### src/rtl/scl_tg_pkg.sv
package scl_tg_pkg;

    localparam int TG_WORD_W     = 32;
    localparam int TG_PHASE_W    = 10;
    localparam int TG_LOW_EXTRA  = 2;
    localparam int TG_HIGH_EXTRA = 7;

    typedef enum logic [2:0] {
        ST_IDLE    = 3'd0,
        ST_LEAD    = 3'd1,
        ST_LOW     = 3'd2,
        ST_HIGH    = 3'd3,
        ST_HOLDLOW = 3'd4,
        ST_FREE    = 3'd5
    } tg_state_e;

endpackage

### src/rtl/scl_tg_cfg.sv
module scl_tg_cfg #(
    parameter int WORD_W     = scl_tg_pkg::TG_WORD_W,
    parameter int PHASE_W    = scl_tg_pkg::TG_PHASE_W,
    parameter int LOW_EXTRA  = scl_tg_pkg::TG_LOW_EXTRA,
    parameter int HIGH_EXTRA = scl_tg_pkg::TG_HIGH_EXTRA,
    localparam int HALF_W    = WORD_W / 2
) (
    input  logic [WORD_W-1:0] word_hi,
    input  logic [WORD_W-1:0] word_lo,
    input  logic [WORD_W-1:0] word_bus,
    output logic [HALF_W-1:0] high_last,
    output logic [HALF_W-1:0] low_last,
    output logic [HALF_W-1:0] smp_off,
    output logic [HALF_W-1:0] chg_off,
    output logic [HALF_W-1:0] lead_last,
    output logic [HALF_W-1:0] free_last
);

    logic [HALF_W-1:0] high_raw;
    logic [HALF_W-1:0] low_raw;
    logic [HALF_W-1:0] high_eff;
    logic [HALF_W-1:0] low_eff;
    logic [HALF_W-1:0] lead_raw;
    logic [HALF_W-1:0] free_raw;

    assign high_raw = word_hi[WORD_W-1:HALF_W];
    assign smp_off  = word_hi[HALF_W-1:0];
    assign low_raw  = word_lo[WORD_W-1:HALF_W];
    assign chg_off  = word_lo[HALF_W-1:0];
    assign free_raw = word_bus[WORD_W-1:HALF_W];
    assign lead_raw = word_bus[HALF_W-1:0];

    // Phase counts keep only their low PHASE_W bits.
    generate
        if (PHASE_W < HALF_W) begin : g_mask
            localparam logic [HALF_W-1:0] PHASE_MASK = HALF_W'((1 << PHASE_W) - 1);
            assign high_eff = high_raw & PHASE_MASK;
            assign low_eff  = low_raw & PHASE_MASK;
        end else begin : g_full
            assign high_eff = high_raw;
            assign low_eff  = low_raw;
        end
    endgenerate

    // Last counter value of each interval (counter starts at zero).
    assign high_last = high_eff + HALF_W'(HIGH_EXTRA - 1);
    assign low_last  = low_eff + HALF_W'(LOW_EXTRA - 1);
    assign lead_last = (lead_raw == '0) ? '0 : lead_raw - HALF_W'(1);
    assign free_last = (free_raw == '0) ? '0 : free_raw - HALF_W'(1);

endmodule

### src/rtl/scl_tg_core.sv
module scl_tg_core
    import scl_tg_pkg::*;
#(
    parameter int CNT_W = 16
) (
    input  logic             clk,
    input  logic             rst_n,
    input  logic             tick,
    input  logic             start_req,
    input  logic             stop_req,
    input  logic             stretch_req,
    input  logic [CNT_W-1:0] high_last,
    input  logic [CNT_W-1:0] low_last,
    input  logic [CNT_W-1:0] lead_last,
    input  logic [CNT_W-1:0] free_last,
    output tg_state_e        st_q,
    output tg_state_e        st_d,
    output logic [CNT_W-1:0] cnt_q,
    output logic [CNT_W-1:0] cnt_d,
    output logic             scl_level,
    output logic             hold_done,
    output logic             free_done
);

    typedef struct packed {
        tg_state_e        st;
        logic [CNT_W-1:0] cnt;
        logic             scl;
        logic             hold_done;
        logic             free_done;
    } core_t;

    core_t r_q;
    core_t r_d;

    always_comb begin
        r_d           = r_q;
        r_d.hold_done = 1'b0;
        r_d.free_done = 1'b0;
        unique case (r_q.st)
            ST_IDLE: begin
                if (start_req) begin
                    r_d.st  = ST_LEAD;
                    r_d.cnt = '0;
                end
            end
            ST_LEAD: begin
                if (tick) begin
                    if (r_q.cnt >= lead_last) begin
                        r_d.st        = ST_LOW;
                        r_d.cnt       = '0;
                        r_d.hold_done = 1'b1;
                    end else begin
                        r_d.cnt = r_q.cnt + CNT_W'(1);
                    end
                end
            end
            ST_LOW: begin
                if (tick) begin
                    if (r_q.cnt >= low_last) begin
                        r_d.st  = ST_HIGH;
                        r_d.cnt = '0;
                    end else begin
                        r_d.cnt = r_q.cnt + CNT_W'(1);
                    end
                end
            end
            ST_HIGH: begin
                if (tick) begin
                    if (r_q.cnt >= high_last) begin
                        r_d.cnt = '0;
                        if (stop_req) begin
                            r_d.st = ST_FREE;
                        end else if (stretch_req) begin
                            r_d.st = ST_HOLDLOW;
                        end else begin
                            r_d.st = ST_LOW;
                        end
                    end else begin
                        r_d.cnt = r_q.cnt + CNT_W'(1);
                    end
                end
            end
            ST_HOLDLOW: begin
                if (!stretch_req) begin
                    r_d.st  = ST_LOW;
                    r_d.cnt = '0;
                end
            end
            ST_FREE: begin
                if (tick) begin
                    if (r_q.cnt >= free_last) begin
                        r_d.st        = ST_IDLE;
                        r_d.cnt       = '0;
                        r_d.free_done = 1'b1;
                    end else begin
                        r_d.cnt = r_q.cnt + CNT_W'(1);
                    end
                end
            end
            default: begin
                r_d.st  = ST_IDLE;
                r_d.cnt = '0;
            end
        endcase
        r_d.scl = !((r_d.st == ST_LOW) || (r_d.st == ST_HOLDLOW));
    end

    always_ff @(posedge clk or negedge rst_n) begin
        if (!rst_n) begin
            r_q <= '{st: ST_IDLE, cnt: '0, scl: 1'b1, hold_done: 1'b0, free_done: 1'b0};
        end else begin
            r_q <= r_d;
        end
    end

    assign st_q      = r_q.st;
    assign st_d      = r_d.st;
    assign cnt_q     = r_q.cnt;
    assign cnt_d     = r_d.cnt;
    assign scl_level = r_q.scl;
    assign hold_done = r_q.hold_done;
    assign free_done = r_q.free_done;

endmodule

### src/rtl/scl_tg_strobe.sv
module scl_tg_strobe
    import scl_tg_pkg::*;
#(
    parameter int CNT_W = 16
) (
    input  logic             clk,
    input  logic             rst_n,
    input  tg_state_e        st_q,
    input  tg_state_e        st_d,
    input  logic [CNT_W-1:0] cnt_q,
    input  logic [CNT_W-1:0] cnt_d,
    input  logic [CNT_W-1:0] chg_off,
    input  logic [CNT_W-1:0] smp_off,
    output logic             change_stb,
    output logic             sample_stb
);

    localparam int NLANE = 2;   // lane 0: change in low, lane 1: sample in high

    logic [NLANE-1:0] stb_d;
    logic [NLANE-1:0] stb_q;
    logic             counter_moved;

    // A strobe fires only on the cycle the counter first holds its offset.
    assign counter_moved = (st_d != st_q) || (cnt_d != cnt_q);

    generate
        for (genvar g = 0; g < NLANE; g++) begin : g_lane
            localparam tg_state_e LANE_ST = (g == 0) ? ST_LOW : ST_HIGH;
            logic [CNT_W-1:0] off;
            assign off = (g == 0) ? chg_off : smp_off;
            always_comb begin
                stb_d[g] = counter_moved && (st_d == LANE_ST) && (cnt_d == off);
            end
        end
    endgenerate

    always_ff @(posedge clk or negedge rst_n) begin
        if (!rst_n) begin
            stb_q <= '0;
        end else begin
            stb_q <= stb_d;
        end
    end

    assign change_stb = stb_q[0];
    assign sample_stb = stb_q[1];

endmodule

### src/rtl/scl_timing_gen.sv
module scl_timing_gen
    import scl_tg_pkg::*;
#(
    parameter int WORD_W     = TG_WORD_W,
    parameter int PHASE_W    = TG_PHASE_W,
    parameter int LOW_EXTRA  = TG_LOW_EXTRA,
    parameter int HIGH_EXTRA = TG_HIGH_EXTRA
) (
    input  logic              clk,
    input  logic              rst_n,
    input  logic              tick,
    input  logic [WORD_W-1:0] cfg_word0,
    input  logic [WORD_W-1:0] cfg_word1,
    input  logic [WORD_W-1:0] cfg_word2,
    input  logic              start_req,
    input  logic              stop_req,
    input  logic              stretch_req,
    output logic              scl_level,
    output logic              sample_stb,
    output logic              change_stb,
    output logic              start_hold_done,
    output logic              bus_free_done
);

    localparam int HALF_W = WORD_W / 2;

    logic [HALF_W-1:0] high_last;
    logic [HALF_W-1:0] low_last;
    logic [HALF_W-1:0] smp_off;
    logic [HALF_W-1:0] chg_off;
    logic [HALF_W-1:0] lead_last;
    logic [HALF_W-1:0] free_last;
    tg_state_e         core_st_q;
    tg_state_e         core_st_d;
    logic [HALF_W-1:0] core_cnt_q;
    logic [HALF_W-1:0] core_cnt_d;

    scl_tg_cfg #(
        .WORD_W     (WORD_W),
        .PHASE_W    (PHASE_W),
        .LOW_EXTRA  (LOW_EXTRA),
        .HIGH_EXTRA (HIGH_EXTRA)
    ) u_cfg (
        .word_hi   (cfg_word0),
        .word_lo   (cfg_word1),
        .word_bus  (cfg_word2),
        .high_last (high_last),
        .low_last  (low_last),
        .smp_off   (smp_off),
        .chg_off   (chg_off),
        .lead_last (lead_last),
        .free_last (free_last)
    );

    scl_tg_core #(
        .CNT_W (HALF_W)
    ) u_core (
        .clk         (clk),
        .rst_n       (rst_n),
        .tick        (tick),
        .start_req   (start_req),
        .stop_req    (stop_req),
        .stretch_req (stretch_req),
        .high_last   (high_last),
        .low_last    (low_last),
        .lead_last   (lead_last),
        .free_last   (free_last),
        .st_q        (core_st_q),
        .st_d        (core_st_d),
        .cnt_q       (core_cnt_q),
        .cnt_d       (core_cnt_d),
        .scl_level   (scl_level),
        .hold_done   (start_hold_done),
        .free_done   (bus_free_done)
    );

    scl_tg_strobe #(
        .CNT_W (HALF_W)
    ) u_stb (
        .clk        (clk),
        .rst_n      (rst_n),
        .st_q       (core_st_q),
        .st_d       (core_st_d),
        .cnt_q      (core_cnt_q),
        .cnt_d      (core_cnt_d),
        .chg_off    (chg_off),
        .smp_off    (smp_off),
        .change_stb (change_stb),
        .sample_stb (sample_stb)
    );

endmodule

### config.mk
export PLATFORM = sky130hd
export DESIGN_NAME = scl_timing_gen
export DESIGN_NICKNAME = d
export VERILOG_FILES = /design/src/rtl/scl_tg_pkg.sv /design/src/rtl/scl_tg_cfg.sv /design/src/rtl/scl_tg_core.sv /design/src/rtl/scl_tg_strobe.sv /design/src/rtl/scl_timing_gen.sv
export SDC_FILE = /design/constraint.sdc
export NUM_CORES = 1
export LEC_CHECK = 0
export BUFFER_PORTS_ARGS = -buffer_cell sky130_fd_sc_hd__clkbuf_2
export CAP_MARGIN = 30
export CORE_MARGIN = 1
export CORE_UTILIZATION = 29
export DETAILED_ROUTE_END_ITERATION = 16
export GPL_TIMING_DRIVEN = 0
export PLACE_DENSITY = 0.52
export SLEW_MARGIN = 20
export SYNTH_ARGS = -nofsm -noshare
export SYNTH_HDL_FRONTEND = slang
export SYNTH_HIERARCHICAL = 1
export SYNTH_SLANG_ARGS = --single-unit
### constraint.sdc
create_clock -name clk -period 5.2 [get_ports clk]
set_clock_uncertainty 0.2 [all_clocks]
set_input_delay 0.26 -clock clk [delete_from_list [all_inputs] [get_ports clk]]
set_output_delay 0.26 -clock clk [all_outputs]
set_load 0.03 [all_outputs]
==> flow_metrics.env, run 1 <==
export IMPL_period_minus_slack_ns=4.881
export IMPL_final_hold_violation_count=0
export IMPL_run_status="completed"
export IMPL_antenna_cells=0
export IMPL_grt_overflow=0
export IMPL_grt_pass1_wl_um=20980
export IMPL_yosysUniqueCellTypes=61
export IMPL_grt_pass1_vias=4272
export IMPL_dp_hpwl_um=10240
export IMPL_drv_slew=0
export IMPL_cp_data_arrival_time_ns=4.84
export IMPL_tightestPinTransition_ns=0.6975
export IMPL_wirelength_um=12640
export IMPL_layout_commonest_cell="inv_1"
export IMPL_antenna_found_initial=0
export IMPL_synth_edf_count=0
export IMPL_layout_common_cells="inv_1, ha_1, buf_4"
export IMPL_ioPinCount=107
export IMPL_core_area_um2=16580
export IMPL_track_usage=0.1480
export IMPL_netlist_area_um2=4921
export IMPL_critPathMaxFanout=10
export IMPL_path_class="input port to register"
export IMPL_drv_cap=0
export IMPL_synth_ff_type="dfrtp_1"
export IMPL_drc=0
export IMPL_cts_buffers_inserted=3
export IMPL_dieArea_um2=17490
export IMPL_r2r_end="u_stb/stb_q[1]$_DFF_PN0_"
export IMPL_post_route_period_util=0.9386
export IMPL_crit_path_end="u_stb/stb_q[1]$_DFF_PN0_"
export IMPL_clkTransAtPathRegs_ns=0.06
export IMPL_cts_tree="done"
export IMPL_nets=890
export IMPL_critPathCaptureType="register"
export IMPL_clock_latency_ns=0.26
export IMPL_initial_core_util=0.2967
export IMPL_worstSetupStartpoint="cfg_word2[16]"
export IMPL_reg2reg_depth=15
export IMPL_std_cell_rows=47
export IMPL_setup_tns_final_ns=0
export IMPL_yosys_warnings=6
export IMPL_die_w_um=132.3
export IMPL_place_inst=932
export IMPL_async_flop_share=1.000
export IMPL_clock_path_buffers=2
export IMPL_final_antenna_net_count=0
export IMPL_worstPathRequired_ns=5.16
export IMPL_finalSetupViolCount=0
export IMPL_dr_pass1_iters=5
export IMPL_die_y_um=132.3
export IMPL_hold_path_class="input port to register"
export IMPL_cts_sinks=24
export IMPL_clock_root_buffer="clkbuf_16"
export IMPL_holdWs_ns=0.09043
export IMPL_yosys_register_bits=24
export IMPL_syn2layout_area_growth_pct=15.10
export IMPL_fmax_mhz=204.9
export IMPL_syn_inst=643
export IMPL_syn_area_per_cell_um2=7.653
export IMPL_yosysSeqAreaShare=0.1223
export IMPL_layout_drive_gt1_share=0.2103
export IMPL_ir_drop_v=0.0001136
export IMPL_p_per_area_nw_per_um2=184.8
export IMPL_avgRoutedWirePerCell_um=13.47
export IMPL_power_mw=1.047
export IMPL_critPathLaunchType="input port"
export IMPL_htreeDepth=1
export IMPL_vias_per_cell=4.649
export IMPL_leakage_nw=2.978
export IMPL_fin_cells=938
export IMPL_drt_iter0_drc=172
export IMPL_io_buffers=60
export IMPL_grt_max_degree=25
export IMPL_relSlewSlack=0.5291
export IMPL_r2r_setup_slack_ns=0.79
export IMPL_via_count=4361
export IMPL_timing_rr_start="u_core/cnt_q[4]$_DFF_PN0_"
export IMPL_gp_congestion=0.8033
export IMPL_rsz0062_at_grt="no"
how the worst min path moves through the flow:
stage	end	start	slack, ns	cells past startpoint
after detailed placement	u_core/hold_done$_DFF_PN0_	rst_n	0.12	1
after floorplan	u_core/cnt_q[0]$_DFF_PN0_	rst_n	-0.24	0
after CTS	u_stb/stb_q[1]$_DFF_PN0_	cfg_word0[10]	0.09	4
after global placement	u_core/hold_done$_DFF_PN0_	rst_n	0.12	1
final	u_stb/stb_q[1]$_DFF_PN0_	cfg_word0[10]	0.09	4
after global routing	u_stb/stb_q[1]$_DFF_PN0_	cfg_word0[8]	0.11	4
kinds of logic after synthesis:
family                     Yosys count  share of synthesized area
xor gates and xnor gates            83                     0.1477
and+or+nand+nor                    209                     0.2334
AOI/OAI and AO/OA                  103                     0.1424
buffers and inverters              147                     0.1627
DFF                                 24                     0.1223
other                                1                  0.0007620
muxes                                7                    0.01526
adders and majority gates           69                     0.1754
layer usage:
metal  up-vias  routed length (µm)  share of wire  global-route usage
li1       2312                   -              -                   -
met4         0                 146          0.012             0.01533
met1      1959                6340           0.50              0.2084
met3        10                 394          0.031             0.01576
met2        80                5755           0.46              0.2501
met5         -                   0              0                   0
flip-flops by register name, indices dropped and copies added, names as in the netlist:
name / cells
u_core/hold_done: 1
u_core/cnt_q: 16
u_core/scl_level: 1
u_stb/stb_q: 2
u_core/st_q: 3
u_core/free_done: 1
timing repair:
action / CTS / global route
endpoints found under the setup margin: 0 / 2
buffers inserted: 0 / 1
hold buffers: 1 / 0
endpoints found under the hold margin: 23 / 0
resized for setup: 0 / 11
critical path: stages:
cell and delay, ns:
clkbuf_2 0.12, inv_1 0.06, ha_1 0.26, nand3_2 0.17, nor3_4 0.25, clkbuf_4 0.24, nor2_1 0.07, inv_1 0.05
ha_1 0.24, a21o_1 0.18, a21o_1 0.17, a221o_1 0.34, o31a_1 0.38, a21oi_2 0.21, a21oi_2 0.09, clkbuf_2 0.24
nor3_1 0.23, a21o_1 0.12, buf_4 0.13, xnor2_1 0.12, nand4_1 0.11, or4_1 0.54, a211oi_1 0.24
cell usage after synthesis, types with 2 or more instances:
master / n / area share
inv_1: 77 / 0.059
ha_1: 69 / 0.18
buf_4: 62 / 0.095
nor2_1: 53 / 0.040
xnor2_1: 50 / 0.089
nand2_1: 34 / 0.026
xor2_1: 33 / 0.059
nand4_1: 26 / 0.033
dfrtp_1: 23 / 0.12
a21oi_1: 21 / 0.021
nand3_1: 20 / 0.020
o21ai_0: 20 / 0.020
a21o_1: 15 / 0.023
nor3_1: 15 / 0.015
nand2b_1: 10 / 0.013
and3_1: 9 / 0.011
a211oi_1: 8 / 0.012
nor3b_1: 8 / 0.012
a211o_1: 7 / 0.012
nor4_1: 7 / 0.0089
nor2b_1: 6 / 0.0076
or3_1: 6 / 0.0076
clkbuf_1: 5 / 0.0038
o211ai_1: 5 / 0.0076
mux2_2: 4 / 0.0092
mux2i_1: 3 / 0.0061
a21boi_0: 2 / 0.0031
a21oi_2: 2 / 0.0036
a311oi_1: 2 / 0.0036
a31oi_1: 2 / 0.0025
buf_6: 2 / 0.0046
nor3_2: 2 / 0.0041
nor3_4: 2 / 0.0066
nor4_4: 2 / 0.0086
o21a_1: 2 / 0.0031
o31a_1: 2 / 0.0036
o31ai_1: 2 / 0.0031
o41ai_1: 2 / 0.0036
area by class of cell:
| cell class | count | area, µm² |
|---|---|---|
| plain buffers | 70 | 516.7 |
| clock buffers | 4 | 78.83 |
| fillers | 1812 | 10920 |
| inverters | 77 | 289.0 |
| multi-input cells | 481 | 3585 |
| flip-flops and latches | 24 | 601.8 |
| well taps | 220 | 275.3 |
| repair buffers | 62 | 317.8 |
where the power goes:
part,internal (mW),switching (mW)
clock network,0.105,0.0644
registers,0.207,0.0832
logic,0.289,0.299
total,0.600,0.447
stage by stage:
step | cell area (µm²) | utilization | worst slack, ns
floorplan | 4955 | - | 0.6768
global placement | 5530 | 0.3335 | -0.2171
detailed placement | 5530 | 0.3335 | -0.1638
CTS | 5619 | 0.3388 | 0.08133
global route | 5664 | 0.3416 | 0.04614
finish | 5664 | 0.3416 | 0.3193
Power figures use the tool's default switching activity.
==> run 2: changes to the inputs <==
--- a/config.mk
+++ b/config.mk
@@ -5,13 +5,14 @@
 export SDC_FILE = /design/constraint.sdc
 export NUM_CORES = 1
 export LEC_CHECK = 0
+export ABC_AREA = 1
 export BUFFER_PORTS_ARGS = -buffer_cell sky130_fd_sc_hd__clkbuf_2
 export CAP_MARGIN = 30
 export CORE_MARGIN = 1
 export CORE_UTILIZATION = 29
 export DETAILED_ROUTE_END_ITERATION = 16
 export GPL_TIMING_DRIVEN = 0
-export PLACE_DENSITY = 0.52
+export PLACE_DENSITY = 0.53
 export SLEW_MARGIN = 20
 export SYNTH_ARGS = -nofsm -noshare
 export SYNTH_HDL_FRONTEND = slang
==> constraint.sdc (replaced) <==
create_clock -name clk -period 4.48 [get_ports clk]
set_clock_uncertainty 0.2 [all_clocks]
set_input_delay 0.224 -clock clk [delete_from_list [all_inputs] [get_ports clk]]
set_output_delay 0.224 -clock clk [all_outputs]
set_load 0.03 [all_outputs]
==> flow_metrics.env, run 2 <==
export IMPL_clock_root_buffer="clkbuf_16"
export IMPL_synth_top_cell_area_share=0.1868
export IMPL_placed_area_um2=6534
export IMPL_cts_tree="done"
export IMPL_antenna_cells=0
export IMPL_grt_overflow=0
export IMPL_layout_common_cells="nand2_1, inv_1, nor2_1"
export IMPL_drt_iter0_drc=268
export IMPL_die_w_um=144.3
export IMPL_post_synth_top_area_cell="nand2_1"
export IMPL_largest_reg_flops=16
export IMPL_synth_most_common_cell="nand2_1"
export IMPL_synth_edf_count=0
export IMPL_clock_latency_ns=0.26
export IMPL_cp_data_arrival_time_ns=3.83
export IMPL_syn_area_per_cell_um2=5.776
export IMPL_critPathCaptureType="register"
export IMPL_core_area_um2=19650
export IMPL_final_hold_violation_count=0
export IMPL_avgRoutedWirePerCell_um=11.09
export IMPL_rsz0062_at_grt="no"
export IMPL_synthSimpleGateAreaFrac=0.3874
export IMPL_yosys_register_bits=24
export IMPL_synth_top_family_by_area="simple AND/OR/NAND/NOR gates"
export IMPL_clkTransAtPathRegs_ns=0.07
export IMPL_htreeDepth=1
export IMPL_grt_pass1_vias=5419
export IMPL_synth_mux_area_frac=0
export IMPL_finalSetupViolCount=0
export IMPL_hold_path_class="input port to register"
export IMPL_via_count=5820
export IMPL_netlist_top_cells_count="nand2_1, inv_1, nor2_1"
export IMPL_dr_pass1_iters=5
export IMPL_vias_per_cell=4.295
export IMPL_worstPathRequired_ns=4.43
export IMPL_hp_start="tick"
export IMPL_layout_commonest_cell="nand2_1"
export IMPL_relSlewSlack=0.5815
export IMPL_crit_top_cell="nand2_1"
export IMPL_track_usage=0.1512
export IMPL_nets=1262
export IMPL_std_cell_rows=51
export IMPL_fmax_mhz=258.0
export IMPL_wirelength_um=15030
export IMPL_leakage_nw=3.862
export IMPL_synth_xor_area_frac=0.08486
export IMPL_netlist_area_um2=5868
export IMPL_synth_ff_type="dfrtp_1"
export IMPL_worstSetupStartpoint="cfg_word2[16]"
export IMPL_cts_buffers_inserted=3
export IMPL_cts_resized_gates=0
export IMPL_syn_inst=1016
export IMPL_dp_hpwl_um=12600
export IMPL_gp_congestion=0.8485
export IMPL_antenna_found_initial=0
export IMPL_die_y_um=144.3
export IMPL_grt_max_degree=25
export IMPL_cts_sinks=24
export IMPL_drv_slew=0
export IMPL_critPathMaxFanout=10
export IMPL_critPathLaunchType="input port"
export IMPL_synth_fa_ha_area_frac=0.1471
export IMPL_ir_drop_v=0.0002036
export IMPL_clock_path_buffers=2
export IMPL_drv_cap=0
export IMPL_grt_pass1_wl_um=25050
export IMPL_yosysSeqAreaShare=0.1026
export IMPL_p_per_area_nw_per_um2=273.0
export IMPL_drc=0
export IMPL_setup_tns_final_ns=0
export IMPL_cp_slowest_cell="ha_1"
export IMPL_tightestPinTransition_ns=0.6277
export IMPL_yosysUniqueCellTypes=42
export IMPL_timing_rr_start="u_core/cnt_q[11]$_DFF_PN0_"
export IMPL_run_status="completed"
export IMPL_fin_area_um2=6649
export IMPL_path_class="input port to register"
export IMPL_final_antenna_net_count=0
export IMPL_initial_core_util=0.2986
export IMPL_netlist_top_cells_area="nand2_1, ha_1, inv_1"
export IMPL_ioPinCount=107
export IMPL_syn2layout_area_growth_pct=13.30
export IMPL_period_minus_slack_ns=3.876
export IMPL_io_buffers=60
export IMPL_synth_compound_area_frac=0.06525
export IMPL_dieArea_um2=20810
export IMPL_cpPeakStageDelay_ns=0.32
export IMPL_post_route_period_util=0.8652
export IMPL_layout_drive_gt1_share=0.1550
export IMPL_async_flop_share=1.000
export IMPL_yosys_warnings=6
==> run 2: cell types whose count changed after synthesis, moves of 17 or more <==
cell	delta
nand2_1	+258
nand3_1	+60
nor2_1	+68
a21oi_1	+18
inv_1	+101
nand4_1	-17
xnor2_1	-19
==> run 2: cells by family after synthesis <==
kind of cell	count (synthesis)
AND/OR/NAND/NOR	539
buffers and inverters	260
adder cells (fa/ha/maj)	69
AO/OA/AOI/OAI	67
XOR/XNOR	56
flip-flops	24
other	1
==> run 2: worst max-delay path: cells and delay by family <==
family / cells / cell delay [ns]
and+or+nand+nor: 17 / 1.73
AOI/OAI and AO/OA: 3 / 0.40
buffers and inverters: 7 / 0.89
adders and majority gates: 2 / 0.56
==> run 2: area by class of cell <==
type | instances | area, µm²
buffer | 71 | 533.0
clock buffer | 3 | 75.07
clock inverter | 1 | 30.03
fill | 2338 | 13010
inverter | 189 | 711.9
multi-input combinational | 741 | 4055
sequential | 24 | 601.8
tap | 265 | 331.6
timing repair buffer | 61 | 310.3
==> run 2: power breakdown <==
group / switching, mW / leakage, nW / internal [mW]
Combinational: 0.700 / 3.49 / 0.481
Sequential: 0.116 / 0.318 / 0.260
Clock: 0.0803 / 0.0511 / 0.178
Total: 0.896 / 3.86 / 0.918
==> run 2: per-layer routing <==
metal  up-vias  GRT usage  wire (µm)
met1      2510     0.2073       7710
met2        95     0.2639       6718
met5         -          0          0
met3         4    0.01722        549
li1       3211          -          -
met4         0   0.008310         48
==> run 2: path summary, 6_finish.rpt <==
check,endpoint,slack [ns],depth (start not counted)
setup / recovery,u_stb/stb_q[1]$_DFF_PN0_,0.60,29
min in group asynchronous,u_stb/stb_q[0]$_DFF_PN0_,0.31,2
max in group asynchronous,u_core/hold_done$_DFF_PN0_,3.35,2
hold reg to reg,u_core/free_done$_DFF_PN0_,0.40,1
setup reg to reg,u_stb/stb_q[1]$_DFF_PN0_,0.91,19
hold / removal,u_core/free_done$_DFF_PN0_,0.11,3
==> run 2: what timing repair did <==
| item | CTS | global route |
|---|---|---|
| hold buffers | 1 | 0 |
| endpoints found under the hold margin | 23 | 0 |
| setup buffers | 0 | 0 |
==> run 2: metrics by stage <==
step / total power, mW / std cells / util / setup slack, ns / hold WS, ns
after floorplan: 1.242 / 1025 / - / 1.089 / -0.2716
after global placement: 1.555 / 1350 / 0.3324 / 0.3203 / 0.07859
after detailed placement: 1.569 / 1350 / 0.3324 / 0.2857 / 0.07299
after CTS: 1.836 / 1355 / 0.3383 / 0.5721 / 0.1121
after global routing: 2.044 / 1355 / 0.3383 / 0.2170 / 0.1219
final: 1.815 / 1355 / 0.3383 / 0.6040 / 0.1133
==> run 3: changes to the inputs <==
--- a/config.mk
+++ b/config.mk
@@ -12,7 +12,7 @@
 export CORE_UTILIZATION = 29
 export DETAILED_ROUTE_END_ITERATION = 16
 export GPL_TIMING_DRIVEN = 0
-export PLACE_DENSITY = 0.53
+export PLACE_DENSITY = 0.51
 export SLEW_MARGIN = 20
 export SYNTH_ARGS = -nofsm -noshare
 export SYNTH_HDL_FRONTEND = slang
==> constraint.sdc (replaced) <==
create_clock -name clk -period 4 [get_ports clk]
set_clock_uncertainty 0.2 [all_clocks]
set_input_delay 0.2 -clock clk [delete_from_list [all_inputs] [get_ports clk]]
set_output_delay 0.2 -clock clk [all_outputs]
set_load 0.03 [all_outputs]
==> flow_metrics.env, run 3 (synthesis results as in run 2) <==
export IMPL_dieArea_um2=20810
export IMPL_drt_iter0_drc=275
export IMPL_pre_cts_ws_ns=-0.1314
export IMPL_drv_cap=0
export IMPL_cts_buffers_inserted=3
export IMPL_via_count=5771
export IMPL_finalSetupViolCount=0
export IMPL_leakage_nw=3.872
export IMPL_die_w_um=144.3
export IMPL_dp_hpwl_um=12680
export IMPL_r2r_setup_slack_ns=0.58
export IMPL_cp_slowest_cell="ha_1"
export IMPL_clock_path_buffers=2
export IMPL_ir_drop_v=0.0002067
export IMPL_p_per_area_nw_per_um2=307.7
export IMPL_gp_congestion=0.8400
export IMPL_wl_met2_um=6806
export IMPL_relSlewSlack=0.5739
export IMPL_placed_area_um2=6534
export IMPL_ioPinCount=107
export IMPL_power_mw=2.057
export IMPL_clkTransAtPathRegs_ns=0.07
export IMPL_grt_max_degree=25
export IMPL_tightestPinTransition_ns=0.6392
export IMPL_period_minus_slack_ns=3.659
export IMPL_path_class="input port to register"
export IMPL_layout_common_cells="nand2_1, inv_1, nor2_1"
export IMPL_vias_per_cell=4.259
export IMPL_clock_latency_ns=0.26
export IMPL_utilization=0.3401
export IMPL_initial_core_util=0.2986
export IMPL_cts_tree="done"
export IMPL_drv_slew=0
export IMPL_top_layer_used="met3"
export IMPL_post_cts_buffers=0
export IMPL_nets=1262
export IMPL_antenna_found_initial=0
export IMPL_critPathLaunchType="input port"
export IMPL_cpPeakStageDelay_ns=0.30
export IMPL_htreeDepth=1
export IMPL_crit_top_cell="nand2_1"
export IMPL_fin_area_um2=6685
export IMPL_run_status="completed"
export IMPL_track_usage=0.1524
export IMPL_wirelength_um=15050
export IMPL_grt_overflow=0
export IMPL_final_hold_violation_count=0
export IMPL_cts_sinks=24
export IMPL_critPathMaxFanout=10
export IMPL_finalWorstSetupSlack_ns=0.3411
export IMPL_final_antenna_net_count=0
export IMPL_setup_tns_final_ns=0
export IMPL_hold_path_class="input port to register"
export IMPL_avgRoutedWirePerCell_um=11.11
export IMPL_drt_met1_wl_um=7693
export IMPL_drc=0
export IMPL_core_area_um2=19650
export IMPL_die_y_um=144.3
export IMPL_layout_drive_gt1_share=0.1606
export IMPL_grt_pass1_vias=5432
export IMPL_io_buffers=60
export IMPL_fmax_mhz=273.3
export IMPL_critPathCaptureType="register"
export IMPL_syn2layout_area_growth_pct=13.92
export IMPL_post_route_period_util=0.9147
export IMPL_cp_data_arrival_time_ns=3.61
export IMPL_std_cell_rows=51
export IMPL_route_met3_wl_um=550
export IMPL_antenna_cells=0
export IMPL_dr_pass1_iters=4
export IMPL_worstPathRequired_ns=3.96
export IMPL_layout_commonest_cell="nand2_1"
export IMPL_grt_pass1_wl_um=25180
export IMPL_largest_reg_flops=16
export IMPL_clock_root_buffer="clkbuf_16"
## run 3: path summary, 6_finish.rpt
check                                                from                          to  cells past startpoint
worst max-delay path                        cfg_word2[16]    u_stb/stb_q[0]$_DFF_PN0_                     28
worst min-delay path                                 tick  u_core/free_done$_DFF_PN0_                      3
worst max register to register  u_core/cnt_q[3]$_DFF_PN0_    u_stb/stb_q[0]$_DFF_PN0_                     18
worst min register to register   u_core/st_q[1]$_DFF_PN0_  u_core/free_done$_DFF_PN0_                      1
max in group asynchronous                           rst_n   u_core/cnt_q[8]$_DFF_PN0_                      2
min in group asynchronous                           rst_n    u_stb/stb_q[1]$_DFF_PN0_                      2
## run 3: per-layer routing
metal	vias up	global-route usage
met1	2474	0.2106
met2	79	0.2670
met3	0	0.01656
met4	0	0.003324
li1	3218	-
met5	-	0
## run 3: per-stage QoR
| stage | hold WS [ns] | cells |
|---|---|---|
| 6_report | 0.05620 | 1355 |
| 5_1_grt | 0.06400 | 1355 |
| 4_1_cts | 0.09689 | 1355 |
| 3_5_place_dp | 0.05473 | 1350 |
| 3_3_place_gp | 0.05959 | 1350 |
| 2_1_floorplan | -0.2956 | 1025 |
## run 3: layout make-up
cell class	instances	area (µm²)
Multi-Input combinational cell	741	4083
Buffer	71	541.8
Timing Repair Buffer	61	310.3
Clock inverter	1	30.03
Sequential cell	24	601.8
Clock buffer	3	75.07
Tap cell	265	331.6
Inverter	189	711.9
Fill cell	2299	12970
## run 3: worst max-delay path: cells and delay by family
family | cells | cell delay, ns
AO/OA/AOI/OAI | 3 | 0.38
XOR/XNOR | 1 | 0.11
adder cells (fa/ha/maj) | 2 | 0.54
buffers and inverters | 7 | 0.78
AND/OR/NAND/NOR | 15 | 1.59
## run 3: what timing repair did
| item | CTS | global route |
|---|---|---|
| hold endpoints to repair | 23 | 0 |
| resized for setup | 0 | 11 |
| setup endpoints to repair | 0 | 2 |
| hold buffers | 1 | 0 |
## run 3: power by group
part | switching, mW | total, mW | leakage [nW] | internal, mW
Combinational | 0.800 | 1.35 | 3.50 | 0.547
Sequential | 0.132 | 0.422 | 0.318 | 0.291
Clock | 0.0893 | 0.288 | 0.0511 | 0.199
Total | 1.02 | 2.06 | 3.87 | 1.04
